**config.mk**
```make
export PLATFORM = sky130hd
export DESIGN_NAME = seg_addr_unit
export DESIGN_NICKNAME = d
export VERILOG_FILES = /design/src/rtl/seg_addr_pkg.sv /design/src/rtl/seg_regfile.sv /design/src/rtl/gate_port.sv /design/src/rtl/addr_gen.sv /design/src/rtl/seg_addr_unit.sv
export SDC_FILE = /design/constraint.sdc
export NUM_CORES = 1
export LEC_CHECK = 0
export BUFFER_PORTS_ARGS = -buffer_cell sky130_fd_sc_hd__buf_2
export CAP_MARGIN = 20
export CORE_MARGIN = 2
export CORE_UTILIZATION = 50
export DETAILED_ROUTE_END_ITERATION = 6
export PLACE_DENSITY = 0.81
export SLEW_MARGIN = 20
export SYNTH_ARGS = -nofsm -noshare
export SYNTH_HDL_FRONTEND = slang
export SYNTH_HIERARCHICAL = 1
export SYNTH_SLANG_ARGS = --single-unit
```
**constraint.sdc**
```tcl
create_clock -name clk -period 7.3 [get_ports clk]
set_input_delay 0.365 -clock clk [delete_from_list [all_inputs] [get_ports clk]]
set_output_delay 0.365 -clock clk [all_outputs]
set_load 0.03 [all_outputs]
```
**src/rtl/seg_addr_pkg.sv**
```systemverilog
// Package seg_addr_pkg
// Shared widths and encodings for the real-mode address generator.
// Assumes: the segment shift is a whole number of bits and the offset is
// no wider than the segment plus the shift.
package seg_addr_pkg;

    parameter int SEG_W   = 16;   // segment register width
    parameter int OFF_W   = 16;   // offset width
    parameter int SHIFT   = 4;    // segment scale: times 16
    parameter int PORT_W  = 8;    // output-port data width
    parameter int GATE_IX = 1;    // port bit that opens the gate

    localparam int ADDR_W = SEG_W + SHIFT + 1;   // room for the carry
    localparam int NSEG   = 4;
    localparam int SEL_W  = $clog2(NSEG);

    // Segment register index; the write port uses the same codes
    typedef enum logic [SEL_W-1:0] {
        SEG_CODE  = 2'd0,
        SEG_DATA  = 2'd1,
        SEG_STACK = 2'd2,
        SEG_EXTRA = 2'd3
    } seg_id_e;

    // Kind of memory access; code 3 is unassigned and handled as data
    typedef enum logic [1:0] {
        ACC_FETCH = 2'd0,
        ACC_DATA  = 2'd1,
        ACC_STACK = 2'd2,
        ACC_RSVD  = 2'd3
    } acc_kind_e;

endpackage

```
**src/rtl/seg_regfile.sv**
```systemverilog
// Module seg_regfile
// Holds the segment registers. It has one synchronous write port and one
// combinational read port. Every register clears on reset.
// Assumes: at most one register is written per cycle.
module seg_regfile
    import seg_addr_pkg::*;
#(
    parameter int W = SEG_W,
    parameter int N = NSEG
) (
    input  logic                 clk,
    input  logic                 rst_n,
    input  logic                 wr_en,
    input  logic [$clog2(N)-1:0] wr_sel,
    input  logic [W-1:0]         wr_data,
    input  logic [$clog2(N)-1:0] rd_sel,
    output logic [W-1:0]         rd_data
);

    logic [W-1:0] regs [N];

    for (genvar g = 0; g < N; g++) begin : g_reg
        // Load one register when selected; clear on reset
        always_ff @(posedge clk) begin
            if (!rst_n)
                regs[g] <= '0;
            else if (wr_en && (wr_sel == g[$clog2(N)-1:0]))
                regs[g] <= wr_data;
        end
    end

    // Read-port multiplexer
    always_comb rd_data = regs[rd_sel];

endmodule

```
**src/rtl/gate_port.sv**
```systemverilog
// Module gate_port
// Output-port register that controls the bit-20 gate. Only the gate bit of
// a write is stored, because no other bit drives any logic.
// Assumes: io_stb is high for one cycle per write.
module gate_port
    import seg_addr_pkg::*;
#(
    parameter int PW  = PORT_W,
    parameter int BIT = GATE_IX
) (
    input  logic          clk,
    input  logic          rst_n,
    input  logic          io_stb,
    input  logic [PW-1:0] io_data,
    output logic          gate_open
);

    // Take the gate bit on a strobe; closed after reset
    always_ff @(posedge clk) begin
        if (!rst_n)
            gate_open <= 1'b0;
        else if (io_stb)
            gate_open <= io_data[BIT];
    end

endmodule

```
**src/rtl/addr_gen.sv**
```systemverilog
// Module addr_gen
// Shifts the segment, adds the offset into a result one bit wider than
// needed for the segment, and clears the top bit while the gate is closed.
// Assumes: OW <= SW + SH, so the offset fits the sum width.
module addr_gen
    import seg_addr_pkg::*;
#(
    parameter int SW = SEG_W,
    parameter int OW = OFF_W,
    parameter int SH = SHIFT
) (
    input  logic [SW-1:0]    seg,
    input  logic [OW-1:0]    off,
    input  logic             gate_open,
    output logic [SW+SH:0]   addr
);

    localparam int AW = SW + SH + 1;

    logic [AW-1:0] sum;

    // Full-width sum of the scaled segment and the offset
    always_comb sum = {1'b0, seg, {SH{1'b0}}} + {{(AW-OW){1'b0}}, off};

    // Wrap gate on the top bit only
    always_comb addr = {sum[AW-1] & gate_open, sum[AW-2:0]};

endmodule

```
**src/rtl/seg_addr_unit.sv**
```systemverilog
// Module seg_addr_unit
// Real-mode physical address generator. It chooses a segment from the
// access kind or the extra-segment override, forms segment*16 + offset,
// and applies the bit-20 gate set through the output-port register.
// Assumes: segment loads and port writes are synchronous; the address is
// combinational from stored state and the current access inputs.
module seg_addr_unit
    import seg_addr_pkg::*;
(
    input  logic              clk,
    input  logic              rst_n,
    input  logic              seg_wr_en,
    input  logic [SEL_W-1:0]  seg_wr_sel,
    input  logic [SEG_W-1:0]  seg_wr_data,
    input  logic [OFF_W-1:0]  offset,
    input  logic [1:0]        acc_kind,
    input  logic              use_extra,
    input  logic              io_wr_stb,
    input  logic [PORT_W-1:0] io_wr_data,
    output logic [ADDR_W-1:0] phys_addr
);

    logic [SEL_W-1:0] rd_sel;
    logic [SEG_W-1:0] seg_val;
    logic             gate_open;

    // Segment choice: the override wins, otherwise decode the access kind
    always_comb begin
        if (use_extra) begin
            rd_sel = SEG_EXTRA;
        end else begin
            unique case (acc_kind_e'(acc_kind))
                ACC_FETCH: rd_sel = SEG_CODE;
                ACC_STACK: rd_sel = SEG_STACK;
                default:   rd_sel = SEG_DATA;
            endcase
        end
    end

    seg_regfile #(.W(SEG_W), .N(NSEG)) u_regs (
        .clk     (clk),
        .rst_n   (rst_n),
        .wr_en   (seg_wr_en),
        .wr_sel  (seg_wr_sel),
        .wr_data (seg_wr_data),
        .rd_sel  (rd_sel),
        .rd_data (seg_val)
    );

    gate_port #(.PW(PORT_W), .BIT(GATE_IX)) u_port (
        .clk       (clk),
        .rst_n     (rst_n),
        .io_stb    (io_wr_stb),
        .io_data   (io_wr_data),
        .gate_open (gate_open)
    );

    addr_gen #(.SW(SEG_W), .OW(OFF_W), .SH(SHIFT)) u_add (
        .seg       (seg_val),
        .off       (offset),
        .gate_open (gate_open),
        .addr      (phys_addr)
    );

endmodule

```
==> results of run 1 <==
[critical path: stages]
cell	delay (ns)
buf_2	0.09
or2_1	0.72
mux4_1	0.68
ha_1	0.25
fa_1	0.40
a21o_1	0.23
a221oi_2	0.42
nand4b_1	0.20
a21oi_1	0.09
xor2_1	0.18
buf_2	0.23
[sequential cells by signal (all words and copies together), names as in the netlist]
| signal | cells |
|---|---|
| u_regs/regs | 64 |
| u_port/gate_open | 1 |
[cell usage after synthesis (2+ instances only)]
master | n | area share (%)
a21o_1 | 5 | 1.0
a21oi_1 | 7 | 0.98
and2_1 | 62 | 11
and2_2 | 3 | 0.63
and3_1 | 2 | 0.35
and4_1 | 2 | 0.49
and4b_1 | 2 | 0.56
buf_2 | 3 | 0.42
buf_4 | 4 | 0.84
clkbuf_2 | 3 | 0.42
edfxtp_1 | 64 | 54
ha_1 | 12 | 4.2
inv_1 | 4 | 0.42
mux4_1 | 6 | 4.4
mux4_2 | 10 | 6.3
nand2_1 | 6 | 0.63
nand2b_1 | 2 | 0.35
nand3_1 | 3 | 0.42
nand4_1 | 3 | 0.52
nor2_1 | 5 | 0.52
nor2b_1 | 3 | 0.52
nor3_1 | 2 | 0.28
o21a_1 | 2 | 0.42
o21ai_0 | 8 | 1.1
o21ai_1 | 4 | 0.56
xnor2_1 | 4 | 0.98
xor2_1 | 8 | 2.0
[metal layers]
| layer | wire (µm) | vias up |
|---|---|---|
| met3 | 387 | 10 |
| li1 | - | 1071 |
| met1 | 2648 | 1019 |
| met5 | 0 | - |
| met2 | 3518 | 59 |
| met4 | 126 | 0 |
[logic make-up after synthesis]
kind of cell,count (synthesis)
compound gates,33
xor+xnor,12
fa+ha+maj,13
buf+inv,18
flops,65
mux,17
simple gates,100
[power by group through the flow]
stage | Clock [mW] | Sequential (mW) | Combinational [mW]
3_3_place_gp | 0 | 0.451 | 0.243
2_1_floorplan | 0 | 0.450 | 0.189
4_1_cts | 0.277 | 0.446 | 0.246
3_5_place_dp | 0 | 0.454 | 0.245
5_1_grt | 0.289 | 0.448 | 0.265
6_report | 0.273 | 0.446 | 0.244
[placed cells by master (no fill, tap or decap), types with 3 or more instances in the layout]
| master | count |
|---|---|
| clkbuf_8 | 9 |
| a21oi_1 | 7 |
| nand4_1 | 3 |
| o21ai_2 | 4 |
| nor2b_1 | 3 |
| mux4_2 | 10 |
| buf_2 | 54 |
| xnor2_1 | 4 |
| inv_1 | 4 |
| ha_1 | 12 |
| nand2_1 | 6 |
| xor2_1 | 8 |
| o21ai_1 | 4 |
| mux4_1 | 6 |
| and2_2 | 3 |
| and2_1 | 62 |
| a21o_1 | 5 |
| nor2_1 | 5 |
| edfxtp_1 | 64 |
| nand3_1 | 3 |
| o21ai_0 | 4 |
[worst paths after layout]
kind	end	slack, ns	depth (start not counted)
worst min register to register	u_port/gate_open$_SDFFE_PN0P_	0.58	2
worst max-delay path	phys_addr[18]	3.08	11
worst max register to register	u_port/gate_open$_SDFFE_PN0P_	6.66	2
worst min-delay path	u_port/gate_open$_SDFFE_PN0P_	0.29	3
[area by class of cell]
| class | count | area [µm²] | area share (%) |
|---|---|---|---|
| Clock buffer | 10 | 127.6 | 3.147 |
| Clock inverter | 5 | 47.55 | 1.172 |
| Inverter | 4 | 15.01 | 0.3703 |
| Multi-Input combinational cell | 175 | 1533 | 37.80 |
| Sequential cell | 65 | 1942 | 47.89 |
| Tap cell | 96 | 120.1 | 2.962 |
| Timing Repair Buffer | 54 | 270.3 | 6.665 |
[stage by stage]
step           total power, mW  instance area (µm²)  cells
2_1_floorplan           0.6387                 3577    258
3_3_place_gp            0.6932                 3880    394
3_5_place_dp            0.6990                 3880    394
4_1_cts                 0.9697                 4055    409
5_1_grt                  1.002                 4055    409
6_report                0.9629                 4055    409
==> metrics.txt, run 1 <==
hold_ws 0.2903 ns; Synth Area in Compound Gates 6.401%; initial core utilization 52.08%; Worst-Margin Slew 0.9462 ns; unrepaired setup endpoints after global routing no; setup violators final 0; CP Data Arrival Time 3.86 ns; Slew HR 36.91%; Setup WS post-layout 3.075 ns; Inserted Diodes 0; Post-DRT Antenna Nets 0; clk_skew 0 ns; ys flop type edfxtp_1; Hold Startpoint io_wr_data[1]; clock latency on the worst-skew pair 0.33 ns; IO Count 70; Congestion Overflow GR 0; Reg power frac 46.3%; DRT iter0 DRCs 72; chip height 88.59 µm; CP Max Fanout 16; vias in the first global route 2185; Max Cap Violations 0; Post-Route WL 6680 µm; gr usage total 18.91%; clk buf depth 2; Net Sw Power 0.2819 mW; post-synthesis mux area share 10.98%; Post-synth ARST share 0%; status completed; met2 GRT Util 33.29%; maximum vdd drop 0.1137 mV; Net Count, Synth 320; Final Cycle Share 57.87%; post-synthesis sequential area ratio 54.28%; final core occ 59.03%; simple-gate share of the synthesized area 17.35%; # DRC 0; vias per inst 5.279; Syn. warnings 6; main combinational cell family by area after synthesis simple AND/OR/NAND/NOR gates; PwrDens 237.4 mW/mm²; xor and xnor area share after synthesis 2.938%; initial antenna violation count 1; Comb pwr share 25.4%; FILL cells 543; Internal 0.6810 mW; Clock power frac 28.3%; # nets final 371; Hold Buf Count CTS 0; sw frac 29.27%; Core ar. 0.006869 mm²; dpl hpwl 4779 µm; CTS Root Cell clkbuf_8; cts repair resizes 0; Pre-antenna DRT Iters 4; Hold Fails Final Rpt 0; number of enable flip-flop cells after synthesis 64; CTS Buf Count 9; Clock Sinks 65; CTS tree yes; Hold WC Path Type in2reg; share of layout cells above drive strength 1 28.12%; Peak Freq 236.7 MHz; post-synthesis cell area 0.003577 mm²; Synth Register Bits 65; pin count of the biggest net entering global routing 17; num rows 30; synth unique cells 46; Cells after Synth 258; H-tree Lvls 3; Synth Area in Adders 4.757%; WL per Instance 16.33 µm; vias 2159; dpl ws 3.041 ns; Period minus WS final 4.225 ns; TNS Setup 0 ns; Crit. Startpoint acc_kind[0]; synthesized area per cell 13.87 µm²; Crit Path Category in2out; first-pass GRT wire length 10670 µm; Port Buffers 54; Worst Setup Start Kind primary input; area added between synthesis and finish 13.36%; gpl congestion 0.7863; Leak Pwr 1.636 nW; Most Crowded Layer GR met2; Max Slew Vio Count 0; Reg clk slew, reported paths 0.06 ns; GR Util met3 4.944%; die area 0.007847 mm²; GRT met1 Usage 21.58%; Worst R2R Start u_port/gate_open$_SDFFE_PN0P_; CP required 6.93 ns; die width 88.59 µm; postcts setup bufs 0; Critical Path End Type output pin
(Power assumes the default switching activity.)
==> inputs of run 2 (changes only) <==
clock period = 4.05 ns   (was 7.3 ns; I/O delays follow)
==> metrics.txt, run 2 (synthesis gave the netlist of run 1 again) <==
initial core utilization 52.08%; num rows 30; Reg clk slew, reported paths 0.07 ns; pin count of the biggest net entering global routing 17; vias in the first global route 2247; postcts setup bufs 0; Port Buffers 54; DP Cell Count 397; Largest regs u_regs/regs (64), u_port/gate_open (1); chip height 88.59 µm; Congestion Overflow GR 0; IO Count 70; Leak Pwr 1.689 nW; Worst-Margin Slew 0.9889 ns; dpl ws 0.7141 ns; commonest non-fill, non-tap cell in the layout edfxtp_1; vias 2245; Hold Buf Count CTS 0; Slew HR 34.07%; Pre-antenna DRT Iters 4; Inserted Diodes 0; sw frac 26.83%; CP required 3.85 ns; dpl hpwl 4923 µm; gpl congestion 0.7930; CP Max Fanout 4; Max Slew Vio Count 0; FILL cells 525; max reg flops 64; die width 88.59 µm; slowest CP cell mux4_1; PwrDens 467.9 mW/mm²; # nets final 374; area added between synthesis and finish 16.30%; Comb pwr share 22.9%; WL per Instance 16.72 µm; Net Sw Power 0.5222 mW; Final Instance Count excl. Fillers 413; Crit Path Category reg2out; gr usage total 19.15%; Final Cycle Share 84.56%; status completed; clk buf depth 2; setup violators final 0; die area 0.007847 mm²; Worst Setup Start Kind register; Peak Freq 292.0 MHz; first-pass GRT wire length 11010 µm; CP bufs+invs 1; Max Cap Violations 0; Period minus WS final 3.425 ns; clock latency on the worst-skew pair 0.33 ns; Reg power frac 41.2%; CTS tree yes; Post-Route WL 6906 µm; critical path's largest stage delay 0.54 ns; Internal 1.424 mW; unrepaired setup endpoints after global routing no; TNS Setup 0 ns; clk_skew 0 ns; Clock Sinks 65; Post-DRT Antenna Nets 0; DRT iter0 DRCs 123; cts repair resizes 0; CP cell instances mux4_1, ha_1, fa_1, a21o_1, a221oi_2, nand4b_1, nand2_1, and4_1, buf_2; largest register by flop count u_regs/regs; Core ar. 0.006869 mm²; final core occ 60.56%; H-tree Lvls 3; # DRC 0; CTS Root Cell clkbuf_8; vias per inst 5.436; share of layout cells above drive strength 1 29.65%; initial antenna violation count 0; Setup WS post-layout 0.6252 ns; Hold Fails Final Rpt 0; CP top delay family adder cells; CP Data Arrival Time 3.22 ns; most frequent cells in the layout edfxtp_1, and2_1, buf_2; Hold WC Path Type in2reg; Clock power frac 35.9%; CTS Buf Count 9; Critical Path End Type output pin; maximum vdd drop 0.2117 mV
==> run 2: final timing paths <==
kind	startpoint	to	slack, ns	cells past startpoint
max	u_regs/regs[1][0]$_SDFFCE_PN0P_	phys_addr[20]	0.63	9
min	io_wr_data[1]	u_port/gate_open$_SDFFE_PN0P_	0.14	3
max reg2reg	u_port/gate_open$_SDFFE_PN0P_	u_port/gate_open$_SDFFE_PN0P_	3.41	2
min reg2reg	u_port/gate_open$_SDFFE_PN0P_	u_port/gate_open$_SDFFE_PN0P_	0.57	2
==> run 2: metal layers <==
metal,GRT usage [%],share of wire (%),up-vias,wire length (µm)
met2,32.19,51,67,3538
li1,-,-,1080,-
met3,4.571,6.0,9,412
met1,24.23,41,1089,2863
met4,7.300,1.3,0,90
met5,0,0,-,0
==> run 2: layout make-up <==
cell class	count	area [µm²]	share of cell area [%]
clock buffer	10	127.6	3.068
clock inverter	6	130.1	3.128
inverter	4	15.01	0.3609
multi-input combinational	175	1533	36.84
sequential	65	1942	46.68
tap	96	120.1	2.887
timing repair buffer	57	292.8	7.038
==> run 2: worst min-delay path, cell delays in order <==
cell     delay, ns
buf_2         0.08
mux2i_1       0.05
nor2b_1       0.10
==> run 2: power by group through the flow <==
stage	logic, mW	registers (mW)	clock network, mW
4_1_cts	0.449	0.803	0.706
3_3_place_gp	0.441	0.813	0
2_1_floorplan	0.340	0.811	0
6_report	0.445	0.803	0.699
5_1_grt	0.482	0.807	0.736
3_5_place_dp	0.448	0.817	0
==> run 2: through the flow <==
stage	hold slack, ns	cell area (µm²)	power [mW]
6_report	0.1374	4160	1.946
5_1_grt	0.1363	4160	2.024
4_1_cts	0.1325	4160	1.958
3_5_place_dp	0.4054	3902	1.265
3_3_place_gp	0.4054	3902	1.254
2_1_floorplan	0.3307	3577	1.151
==> inputs of run 3 (changes only) <==
PLACE_DENSITY = 0.84   (was 0.81)
clock period = 3 ns   (was 4.05 ns; I/O delays follow)
==> metrics.txt, run 3 (synthesis gave the netlist of run 1 again) <==
IO Count 70; dpl ws -0.07730 ns; CP required 2.85 ns; H-tree Lvls 3; Congestion Overflow GR 0; Reg clk slew, reported paths 0.07 ns; num rows 30; max reg flops 64; Reg power frac 43.9%; Critical Path End Type output pin; area added between synthesis and finish 20.64%; pin count of the biggest net entering global routing 17; Peak Freq 327.9 MHz; gr usage total 19.94%; maximum vdd drop 0.2631 mV; clock latency on the worst-skew pair 0.33 ns; setup violators final 6; TNS Setup -0.1344 ns; # DRC 0; vias in the first global route 2384; share of layout cells above drive strength 1 35.10%; Post-Route WL 7276 µm; Core ar. 0.006869 mm²; Final Cycle Share 101.7%; GRT met1 Usage 23.37%; Largest regs u_regs/regs (64), u_port/gate_open (1); Clock Sinks 65; commonest non-fill, non-tap cell in the layout edfxtp_1; met2 GRT Util 34.31%; Final Instance Count excl. Fillers 435; chip height 88.59 µm; Slew HR 61.21%; unrepaired setup endpoints after global routing yes; Hold Buf Count CTS 0; Worst-Margin Slew 0.5813 ns; DRT iter0 DRCs 131; Setup WS post-layout -0.04950 ns; dpl hpwl 5176 µm; die width 88.59 µm; GR Util met3 4.478%; failing checks negative setup slack; FILL cells 524; Leak Pwr 1.767 nW; CTS tree yes; initial core utilization 52.08%; CTS Buf Count 9; first-pass GRT wire length 11300 µm; Port Buffers 54; CP Data Arrival Time 2.90 ns; Crit Path Category reg2out; sw frac 29.16%; Clock power frac 27.1%; most frequent cells in the layout edfxtp_1, and2_1, buf_2; PwrDens 573.1 mW/mm²; WL per Instance 16.73 µm; CTS Root Cell clkbuf_8; Hold WC Path Type in2reg; Net Sw Power 0.7212 mW; vias 2346; status complete, but fails checks; clk buf depth 2; Worst Setup Start Kind register; clk_skew 0 ns; largest register by flop count u_regs/regs; Inserted Diodes 0; CP Max Fanout 3; Hold Fails Final Rpt 0; # nets final 397; Post-DRT Antenna Nets 0; area of the multi-input gates 0.001555 mm²; DP Cell Count 415; initial antenna violation count 0; Max Cap Violations 0; Period minus WS final 3.050 ns; register area 0.001942 mm²; Comb pwr share 29.0%; Max Slew Vio Count 0; vias per inst 5.393; Internal 1.752 mW; die area 0.007847 mm²; gpl congestion 0.8109; Pre-antenna DRT Iters 4; Most Crowded Layer GR met2; Total Power 2.473 mW
-- run 3: layer usage --
metal	vias to the layer above	wire length, µm	share of wire, %
li1	1118	-	-
met3	11	437	6.0
met1	1135	2985	41
met5	-	0	0
met2	82	3745	51
met4	0	108	1.5
-- run 3: worst paths after layout --
path              slack (ns)  cells after the start                             to                       startpoint
hold / removal          0.08                      3  u_port/gate_open$_SDFFE_PN0P_                    io_wr_data[1]
hold reg to reg         0.58                      2  u_port/gate_open$_SDFFE_PN0P_    u_port/gate_open$_SDFFE_PN0P_
setup reg to reg        2.36                      2  u_port/gate_open$_SDFFE_PN0P_    u_port/gate_open$_SDFFE_PN0P_
setup / recovery       -0.05                     10                  phys_addr[16]  u_regs/regs[2][0]$_SDFFCE_PN0P_
-- run 3: critical path, cell delays in order (launching register included) --
cell,delay (ns)
edfxtp_1,0.39
mux4_2,0.53
ha_4,0.19
fa_2,0.34
a21o_1,0.19
a221oi_2,0.21
buf_4,0.16
nand4b_1,0.13
nand2_1,0.09
xor2_1,0.17
buf_4,0.19
-- run 3: timing repair --
action,in CTS,in global routing
gates cloned,0,0
pin swaps,6,6
endpoints found under the setup margin,11,11
buffers inserted,3,2
resized for setup,11,18
-- run 3: per-stage QoR --
| stage | util (%) | hold slack, ns | cell area, µm² |
|---|---|---|---|
| 5_1_grt | 62.82 | 0.09736 | 4315 |
| 3_3_place_gp | 58.56 | 0.3004 | 4023 |
| 3_5_place_dp | 58.56 | 0.3004 | 4023 |
| 4_1_cts | 61.88 | 0.06782 | 4250 |
| 6_report | 62.82 | 0.08067 | 4315 |
| 2_1_floorplan | - | 0.2782 | 3577 |
-- run 3: power groups by stage --
stage / registers [mW] / clock network [mW] / logic [mW]
3_3_place_gp: 1.10 / 0 / 0.636
5_1_grt: 1.09 / 0.714 / 0.772
2_1_floorplan: 1.09 / 0 / 0.459
6_report: 1.09 / 0.670 / 0.718
4_1_cts: 1.09 / 0.681 / 0.674
3_5_place_dp: 1.10 / 0 / 0.646
-- run 3: final cells by class --
| type | instances | share of cell area [%] |
|---|---|---|
| multi-input cells | 175 | 36.04 |
| repair buffers | 80 | 11.77 |
| well taps | 96 | 2.783 |
| clock inverters | 5 | 1.102 |
| flip-flops and latches | 65 | 45.00 |
| inverters | 4 | 0.3479 |
| clock buffers | 10 | 2.957 |
